==> src/rtl/irl_comb_pkg.sv <==
package irl_comb_pkg;
  typedef enum logic [1:0] {
    OFF_PEND = 2'd0,
    OFF_CLR  = 2'd1,
    OFF_SET  = 2'd2,
    OFF_RSVD = 2'd3
  } reg_off_e;
endpackage

==> src/rtl/irl_pend_reg.sv <==
module irl_pend_reg #(
  parameter int NLVL = 15
) (
  input  logic              clk,
  input  logic              rst,
  input  logic              do_clr,
  input  logic              do_set,
  input  logic [2*NLVL+1:0] wdata,
  input  logic              timer_in,
  input  logic              l15_in,
  output logic [2*NLVL+1:0] pend_nxt
);
  localparam int DW  = 2*NLVL + 2;
  localparam int TMR = NLVL - 1;
  localparam int L15 = NLVL;
  localparam logic [DW-1:0] SOFT_M = {{NLVL{1'b1}}, {(NLVL+2){1'b0}}};
  localparam logic [DW-1:0] CLR_M  = SOFT_M | (DW'(1) << L15);

  logic [DW-1:0] pend_q;
  logic          l15_q;

  always_comb begin
    pend_nxt = pend_q;
    if (do_clr) pend_nxt = pend_nxt & ~(wdata & CLR_M);
    if (do_set) pend_nxt = pend_nxt | (wdata & SOFT_M);
    // input edges are the later event and win over a software clear
    if (l15_in && !l15_q) pend_nxt[L15] = 1'b1;
    if (!l15_in && l15_q) pend_nxt[L15] = 1'b0;
    pend_nxt[TMR] = timer_in;
  end

  always_ff @(posedge clk) begin
    if (rst) begin
      pend_q <= '0;
      l15_q  <= 1'b0;
    end else begin
      pend_q <= pend_nxt;
      l15_q  <= l15_in;
    end
  end
endmodule

==> src/rtl/irl_level_merge.sv <==
module irl_level_merge #(
  parameter int NLVL = 15
) (
  input  logic [2*NLVL+1:0] pend_nxt,
  input  logic              tgt_sel,
  input  logic [NLVL:1]     hard_act,
  output logic [NLVL:0]     lvl_nxt
);
  assign lvl_nxt[0] = 1'b0;

  for (genvar k = 1; k <= NLVL; k++) begin : g_lvl
    if (k >= NLVL - 1) begin : g_unmasked
      // timer and level-15 bits sit at their own level position
      assign lvl_nxt[k] = pend_nxt[k+NLVL+1] | pend_nxt[k] | (tgt_sel & hard_act[k]);
    end else begin : g_plain
      assign lvl_nxt[k] = pend_nxt[k+NLVL+1] | (tgt_sel & hard_act[k]);
    end
  end
endmodule

==> src/rtl/irl_read_port.sv <==
module irl_read_port #(
  parameter int NLVL   = 15,
  parameter int ADDR_W = 2
) (
  input  logic              clk,
  input  logic              rst,
  input  logic              sel_pend,
  input  logic [2*NLVL+1:0] pend_nxt,
  input  logic              tgt_sel,
  input  logic [NLVL-2:1]   hard_shown,
  output logic [2*NLVL+1:0] rd_data
);
  localparam int DW = 2*NLVL + 2;

  logic [DW-1:0] disp;

  for (genvar b = 0; b < DW; b++) begin : g_disp
    if (b >= 1 && b <= NLVL - 2) begin : g_hard
      assign disp[b] = tgt_sel & hard_shown[b];
    end else begin : g_zero
      assign disp[b] = 1'b0;
    end
  end

  always_ff @(posedge clk) begin
    if (rst)           rd_data <= '0;
    else if (sel_pend) rd_data <= pend_nxt | disp;
    else               rd_data <= '0;
  end
endmodule

==> src/rtl/cpu_irl_combiner.sv <==
module cpu_irl_combiner #(
  parameter int NLVL   = 15,
  parameter int ADDR_W = 2
) (
  input  logic              clk,
  input  logic              rst,
  input  logic              wr_en,
  input  logic [ADDR_W-1:0] reg_addr,
  input  logic [2*NLVL+1:0] wr_data,
  output logic [2*NLVL+1:0] rd_data,
  input  logic              timer_in,
  input  logic              l15_in,
  input  logic              tgt_sel,
  input  logic [NLVL:1]     hard_act,
  input  logic [NLVL-2:1]   hard_shown,
  output logic [NLVL:0]     irl_out
);
  import irl_comb_pkg::*;

  localparam int DW = 2*NLVL + 2;

  logic          do_clr, do_set, sel_pend;
  logic [DW-1:0] pend_nxt;
  logic [NLVL:0] lvl_nxt;

  assign do_clr   = wr_en && (reg_addr == ADDR_W'(OFF_CLR));
  assign do_set   = wr_en && (reg_addr == ADDR_W'(OFF_SET));
  assign sel_pend = (reg_addr == ADDR_W'(OFF_PEND));

  irl_pend_reg #(.NLVL(NLVL)) u_pend (
    .clk      (clk),
    .rst      (rst),
    .do_clr   (do_clr),
    .do_set   (do_set),
    .wdata    (wr_data),
    .timer_in (timer_in),
    .l15_in   (l15_in),
    .pend_nxt (pend_nxt)
  );

  irl_level_merge #(.NLVL(NLVL)) u_merge (
    .pend_nxt (pend_nxt),
    .tgt_sel  (tgt_sel),
    .hard_act (hard_act),
    .lvl_nxt  (lvl_nxt)
  );

  irl_read_port #(.NLVL(NLVL), .ADDR_W(ADDR_W)) u_rd (
    .clk        (clk),
    .rst        (rst),
    .sel_pend   (sel_pend),
    .pend_nxt   (pend_nxt),
    .tgt_sel    (tgt_sel),
    .hard_shown (hard_shown),
    .rd_data    (rd_data)
  );

  always_ff @(posedge clk) begin
    if (rst) irl_out <= '0;
    else     irl_out <= lvl_nxt;
  end
endmodule

==> config.mk <==
export PLATFORM = sky130hd
export DESIGN_NAME = cpu_irl_combiner
export DESIGN_NICKNAME = d
export VERILOG_FILES = /design/src/rtl/irl_comb_pkg.sv /design/src/rtl/irl_pend_reg.sv /design/src/rtl/irl_level_merge.sv /design/src/rtl/irl_read_port.sv /design/src/rtl/cpu_irl_combiner.sv
export SDC_FILE = /design/constraint.sdc
export NUM_CORES = 1
export LEC_CHECK = 0
export ABC_AREA = 1
export CAP_MARGIN = 20
export CELL_PAD_IN_SITES_DETAIL_PLACEMENT = 0
export CELL_PAD_IN_SITES_GLOBAL_PLACEMENT = 1
export CORE_MARGIN = 2
export CORE_UTILIZATION = 45
export CTS_BUF_LIST = sky130_fd_sc_hd__clkbuf_2
export CTS_CLUSTER_DIAMETER = 150
export DETAILED_ROUTE_END_ITERATION = 10
export DONT_BUFFER_PORTS = 1
export PLACE_DENSITY = 0.8
export REMOVE_ABC_BUFFERS = 1
export SLEW_MARGIN = 20
export SYNTH_ARGS = -nofsm -noshare
export SYNTH_HDL_FRONTEND = slang
export SYNTH_SLANG_ARGS = --single-unit
==> constraint.sdc <==
create_clock -name clk -period 1.2 [get_ports clk]
set_clock_uncertainty 0.2 [all_clocks]
set_input_delay 0.12 -clock clk [delete_from_list [all_inputs] [get_ports clk]]
set_output_delay 0.12 -clock clk [all_outputs]
set_load 0.01 [all_outputs]
=== After elaboration in Yosys (flattened, before gate mapping) ===
Index checks and enable logic that the tools add are counted.

* Logic and storage cells: 69
* Input bits: 68
* Register bits: 81
* Output and inout port bits: 48

* Reduce and logical (&&, ||, !) cells: 8
* Bitwise gates (word level): 50
* Equal/unequal tests: 2
* Multiplexer cells: 4

{| class="wikitable"
|+ Operator list
! operator !! count
|-
| 2-to-1 mux 32 bit || 2
|-
| AND 32 bit || 1
|-
| NOT 32 bit || 1
|-
| OR 32 x 14 -> 32 bit || 1
|-
| OR 32 bit || 1
|-
| AND 1 bit || 28
|-
| OR 1 bit || 17
|-
| logical AND 1 bit || 4
|-
| equality test 2 x 1 -> 1 bit (second input constant) || 1
|-
| equality test 2 bit (second input constant) || 1
|-
| zero test 1 bit || 2
|-
| zero test 2 bit || 1
|-
| 2-to-1 mux 1 bit || 2
|-
| OR reduction 2 bit || 1
|-
| NOT 1 bit || 1
|}

=== Longest topological paths before layout ===
* Depth in word-level cells: 9
* Gate-level depth with buffers: 6
* Mapped depth without buffers: 6

=== By module ===
Synthesis repeated with hierarchy kept, for this count alone.

* Cell total of the unflattened synthesis: 343
* Area, all modules: 2583.7 um^2

{| class="wikitable"
|+ Modules (own cells, without submodules)
! module !! times used !! sequential area each (um^2) !! area an instance (um^2) !! cells an instance
|-
| irl_read_port || 1 || 640.6 || 1042.2 || 115
|-
| irl_pend_reg || 1 || 340.3 || 857.1 || 125
|-
| cpu_irl_combiner || 1 || 320.3 || 493.0 || 55
|-
| irl_level_merge || 1 || 0.0 || 191.4 || 48
|}

=== Worst setup path before layout ===
No wires, ideal clock.

* Kind: input to register
* Start: input port reg_addr[1]
* End: register irl_out[7]
* Stages on the path: 5
* Slack: 0.190 ns
* Arrival: 0.677 ns
* Required time: 0.867 ns
* Path buffers: 1
* Library setup time: 0.133 ns
* Cell sequence: inv_1 > nand3_2 > buf_6 > o21ai_2 > a31oi_1

* Longest elaborated chain between the ends: 6
* Elaborated cells between the ends (all ways): 8
* Those cells by class: 2 x eq/ne; 2 x mux; 2 x bitwise; 2 x reduce/logical

{| class="wikitable"
|+ RTL lines
! what !! RTL line !! source
|-
| from (decl) || cpu_irl_combiner.sv:8 || <nowiki>input logic [ADDR_W-1:0] reg_addr,</nowiki>
|-
| equality test 2 x 1 -> 1 bit || cpu_irl_combiner.sv:26 || <nowiki>assign do_clr = wr_en && (reg_addr == ADDR_W'(OFF_CLR));</nowiki>
|-
| logical AND 1 bit || cpu_irl_combiner.sv:26 ||
|-
| 2-to-1 mux 32 bit || irl_pend_reg.sv:24 || <nowiki>if (do_clr) pend_nxt = pend_nxt & ~(wdata & CLR_M);</nowiki>
|-
| OR 32 bit || irl_pend_reg.sv:25 || <nowiki>if (do_set) pend_nxt = pend_nxt | (wdata & SOFT_M);</nowiki>
|-
| 2-to-1 mux 32 bit (*) || irl_pend_reg.sv:25 ||
|-
| OR 1 bit (*) || irl_level_merge.sv:16 || <nowiki>assign lvl_nxt[k] = pend_nxt[k+NLVL+1] | (tgt_sel & hard_act[k]);</nowiki>
|-
| to (signal assigned) || cpu_irl_combiner.sv:60 || <nowiki>else irl_out <= lvl_nxt;</nowiki>
|-
| to (decl) || cpu_irl_combiner.sv:16 || <nowiki>output logic [NLVL:0] irl_out</nowiki>
|}

Every way passes the cells marked *; elsewhere a longest branch is shown, timed or not.
A chain may end at the register's enable or synchronous reset.

=== Final worst setup path ===
* Start: input port l15_in
* End: register u_pend.l15_q

{| class="wikitable"
|+ RTL lines
! what !! RTL line !! source
|-
| from (decl) || cpu_irl_combiner.sv:12 || <nowiki>input logic l15_in,</nowiki>
|-
| to (signal assigned) || irl_pend_reg.sv:38 || <nowiki>l15_q <= l15_in;</nowiki>
|-
| to (decl) || irl_pend_reg.sv:20 || <nowiki>logic l15_q;</nowiki>
|}

No word-level cell between the ends.

==> summary.md <==
The endpoint identified for the worst register-to-register timing path is u_rd.rd_data[15]. The global routing stage identified its most utilized layer as met2. The area of the mapped netlist was 2080 sq um; the final antenna diode count was 0.

The post-DP HPWL is 2700 um, and the final routed DRC violation total is 0. Standard-cell row count: 24. The maximum fanout encountered on the critical timing path is 3, and the remaining max-slew budget at the tightest pin is 0.579. The library cell used most frequently in the layout, excluding fill and tap cells, is dlygate4sd3_1. The setup TNS is 0 ps.

Yosys printed 0 warnings. The max-capacitance violation count was 0. By area the synthesized netlist is led by dfxtp_1, nand2_1, a21oi_1.

Synthesis produced 231 cells. In this run the post-CTS setup repair buffer count came out at 0. The starting density of the core was 0.471. The analysis attributes to cell leakage a power of 1.20 nW. For this block, the routed nets add up to 4900 um of wire. The synthesized netlist contains 21 unique library cells.

Proportion of netlist area held by the largest area contributor: 0.597. The die covers 5180 sq um. The total global-route track usage is 0.198. The flow ran to the end, but the final reports show violations.

The share of the yosys chip area belonging to registers is 0.597, and the vertical die dimension is 72.0 um. The clock passes through at most 2 buffers. The worst-case hold slack came out at -223 ps.

The final clock period utilization by the worst path was 0.994. The run gives 62 as the number of sinks handled by clock tree synthesis. For this run, the detailed router's first-pass iteration total came to 4.

The global routing usage on met3 was 0.0667. Setup repair after global routing could not meet its margin everywhere. For the worst setup path, the data required time is 1340 ps. The later pin in the worst-skew pair is clocked with a latency of 450 ps. Final hold violation count: 46.

The run gives 0.225 as the global-route track usage on met1. Dividing the synthesized area by the synthesized cell count gives 9.00 sq um. The total power after layout was 0.00395 W. Leaving out fill and tap cells, the most frequent cells in the layout are dlygate4sd3_1, nand2_1, dfxtp_2, a21oi_1. In this run the count of I/O pins placed on the die edge is 116. In this run, synthesis produced a sequential element count of 62. The tools report the residual antenna-violating net count after detailed routing as 0. The tools report the count of H-tree levels built during CTS as 3.

In the final design database the tool counted 359 nets. The core region is 4410 sq um. The clock-pin transition on the worst setup and hold timing paths came out at 150 ps. The wire length per cell after detailed routing came out at 14.1 um.

For this run, the top clock speed supported by timing is 0.838 GHz. STA classifies the critical path startpoint as a primary input. Class of the tightest hold or removal check: in -> reg. The number of global-route vias before repair came out at 1819. Startpoint of the worst register-to-register path: u_pend.l15_q. The checks that failed: negative hold slack. From left edge to right edge, the die measures 72.0 um. The post-detailed-route via-to-cell ratio was 5.06. The first-pass GRT wire length was 7850 um. The worst path in the final design needs a cycle of 1190 ps, including I/O delays and setup. Remaining global-route overflow: 0. The cell accounting for the most synthesized area is dfxtp_1. The number of max-slew violations in the final report is 0. CTS placed an instance of clkbuf_2 at the clock tree root.

In this run the worst setup path begins at l15_in. The tools report the number of antenna violations at the first check in global routing as 0. Entering global routing, the biggest net connects 32 pins. Slew at the pin with the worst max-slew slack: 631 ps.

TritonCTS built the clock tree. Routability-driven placement finished with a final weighted congestion of 0.704. STA classifies the critical path endpoint as a flip-flop. The destination of the critical timing path is u_pend.l15_q. The ratio of cells with drive above 1 in the final layout works out to 0.281. The worst setup path is of the in -> reg kind.

Setup violations remaining at the end of the flow were counted as 0. Summing over every cut layer, the via total after detailed routing is 1755. The data arrival at the endpoint of the critical path came out at 1340 ps.

The number of cells on the worst reg-to-reg path is 4. The first-iteration detailed-routing DRC count was 105. From synthesis to final layout, the design area changed by 39.2%.

The tools report the met2 usage as 0.318. The total power per unit cell area was 1370 nW/um^2; the total of buffers placed on input and output ports was 0. The worst register-to-register path has a setup slack of 90 ps. The TritonCTS buffer count is 9, and the peak supply drop is 0.000975 V.
-- cell type report --
cell class	instances	area [sq um]
multi-input combinational	137	692
inverter	20	75.1
timing repair buffer	61	639
clock buffer	10	50.0
sequential	62	1300
fill	366	1520
clock inverter	5	75.1
tap	52	65.1
-- metal layers --
layer	vias to the layer above	wire (um)
li1	867	-
met1	792	2100
met2	83	2300
met3	13	374
met4	0	129
met5	-	0
-- critical path, stage by stage --
cell and delay [ps]:
dlygate4sd3_1 540, inv_1 90, nor2_1 40, dlygate4sd3_1 540
-- cells by family (layout without fill, tap and decap cells) --
logic type,after synthesis,in the layout,share of synthesized area
AO/OA/AOI/OAI,59,59,0.174
buffers and inverters,34,96,0.0776
flip-flops,62,62,0.597
other,1,3,0.00180
AND/OR/NAND/NOR,75,75,0.149
-- per-stage QoR --
stage | instances | setup WS (ps) | hold slack [ps] | area [sq um] | util
after floorplan | 219 | -43.3 | -10.9 | 2000 | -
after global placement | 276 | 37.5 | -8.04 | 2120 | 0.479
after detailed placement | 276 | 24.0 | -4.13 | 2120 | 0.479
after CTS | 347 | 0.865 | -233 | 2870 | 0.649
after global routing | 347 | -29.3 | -240 | 2890 | 0.656
final | 347 | 6.65 | -223 | 2890 | 0.656
-- cell usage after synthesis (all sizes together) --
master / number
a21oi: 31
or2: 1
a21boi: 1
nand3: 3
a31oi: 13
buf: 9
nand4: 2
conb: 1
nand2: 48
o21ai: 14
nor2: 21
inv: 20
dfxtp: 62
clkbuf: 5
-- state kept, by name (all words and copies together), names as in the netlist --
signal,flops
irl_out,15
u_pend.l15_q,1
u_pend.pend_q,16
u_rd.rd_data,30
-- timing repair --
action | in CTS | in global routing
setup endpoints to repair | 36 | 59
hold buffers | 56 | 1
resized for setup | 36 | 15
endpoints found under the hold margin | 62 | 46
pin swaps | 0 | 1
-- how the worst min path moves through the flow --
stage                        endpoint   startpoint  slack [ps]  depth (start not counted)
global placement    u_pend.pend_q[30]          rst          -8                          1
floorplan           u_pend.pend_q[17]          rst         -10                          1
global route        u_pend.pend_q[30]  reg_addr[1]        -240                          4
detailed placement         irl_out[2]          rst          -4                          1
finish               u_rd.rd_data[26]  reg_addr[1]        -220                          4
CTS                       irl_out[12]          rst        -230                          3
-- power breakdown --
part | total, W | internal [W] | switching [W] | leakage (nW)
clock | 0.00139 | 0.000680 | 0.000711 | 0.0815
sequential | 0.00219 | 0.00214 | 0.0000504 | 0.525
combinational | 0.000373 | 0.000201 | 0.000171 | 0.593
total | 0.00395 | 0.00302 | 0.000933 | 1.20
(Power assumes the default switching activity.)
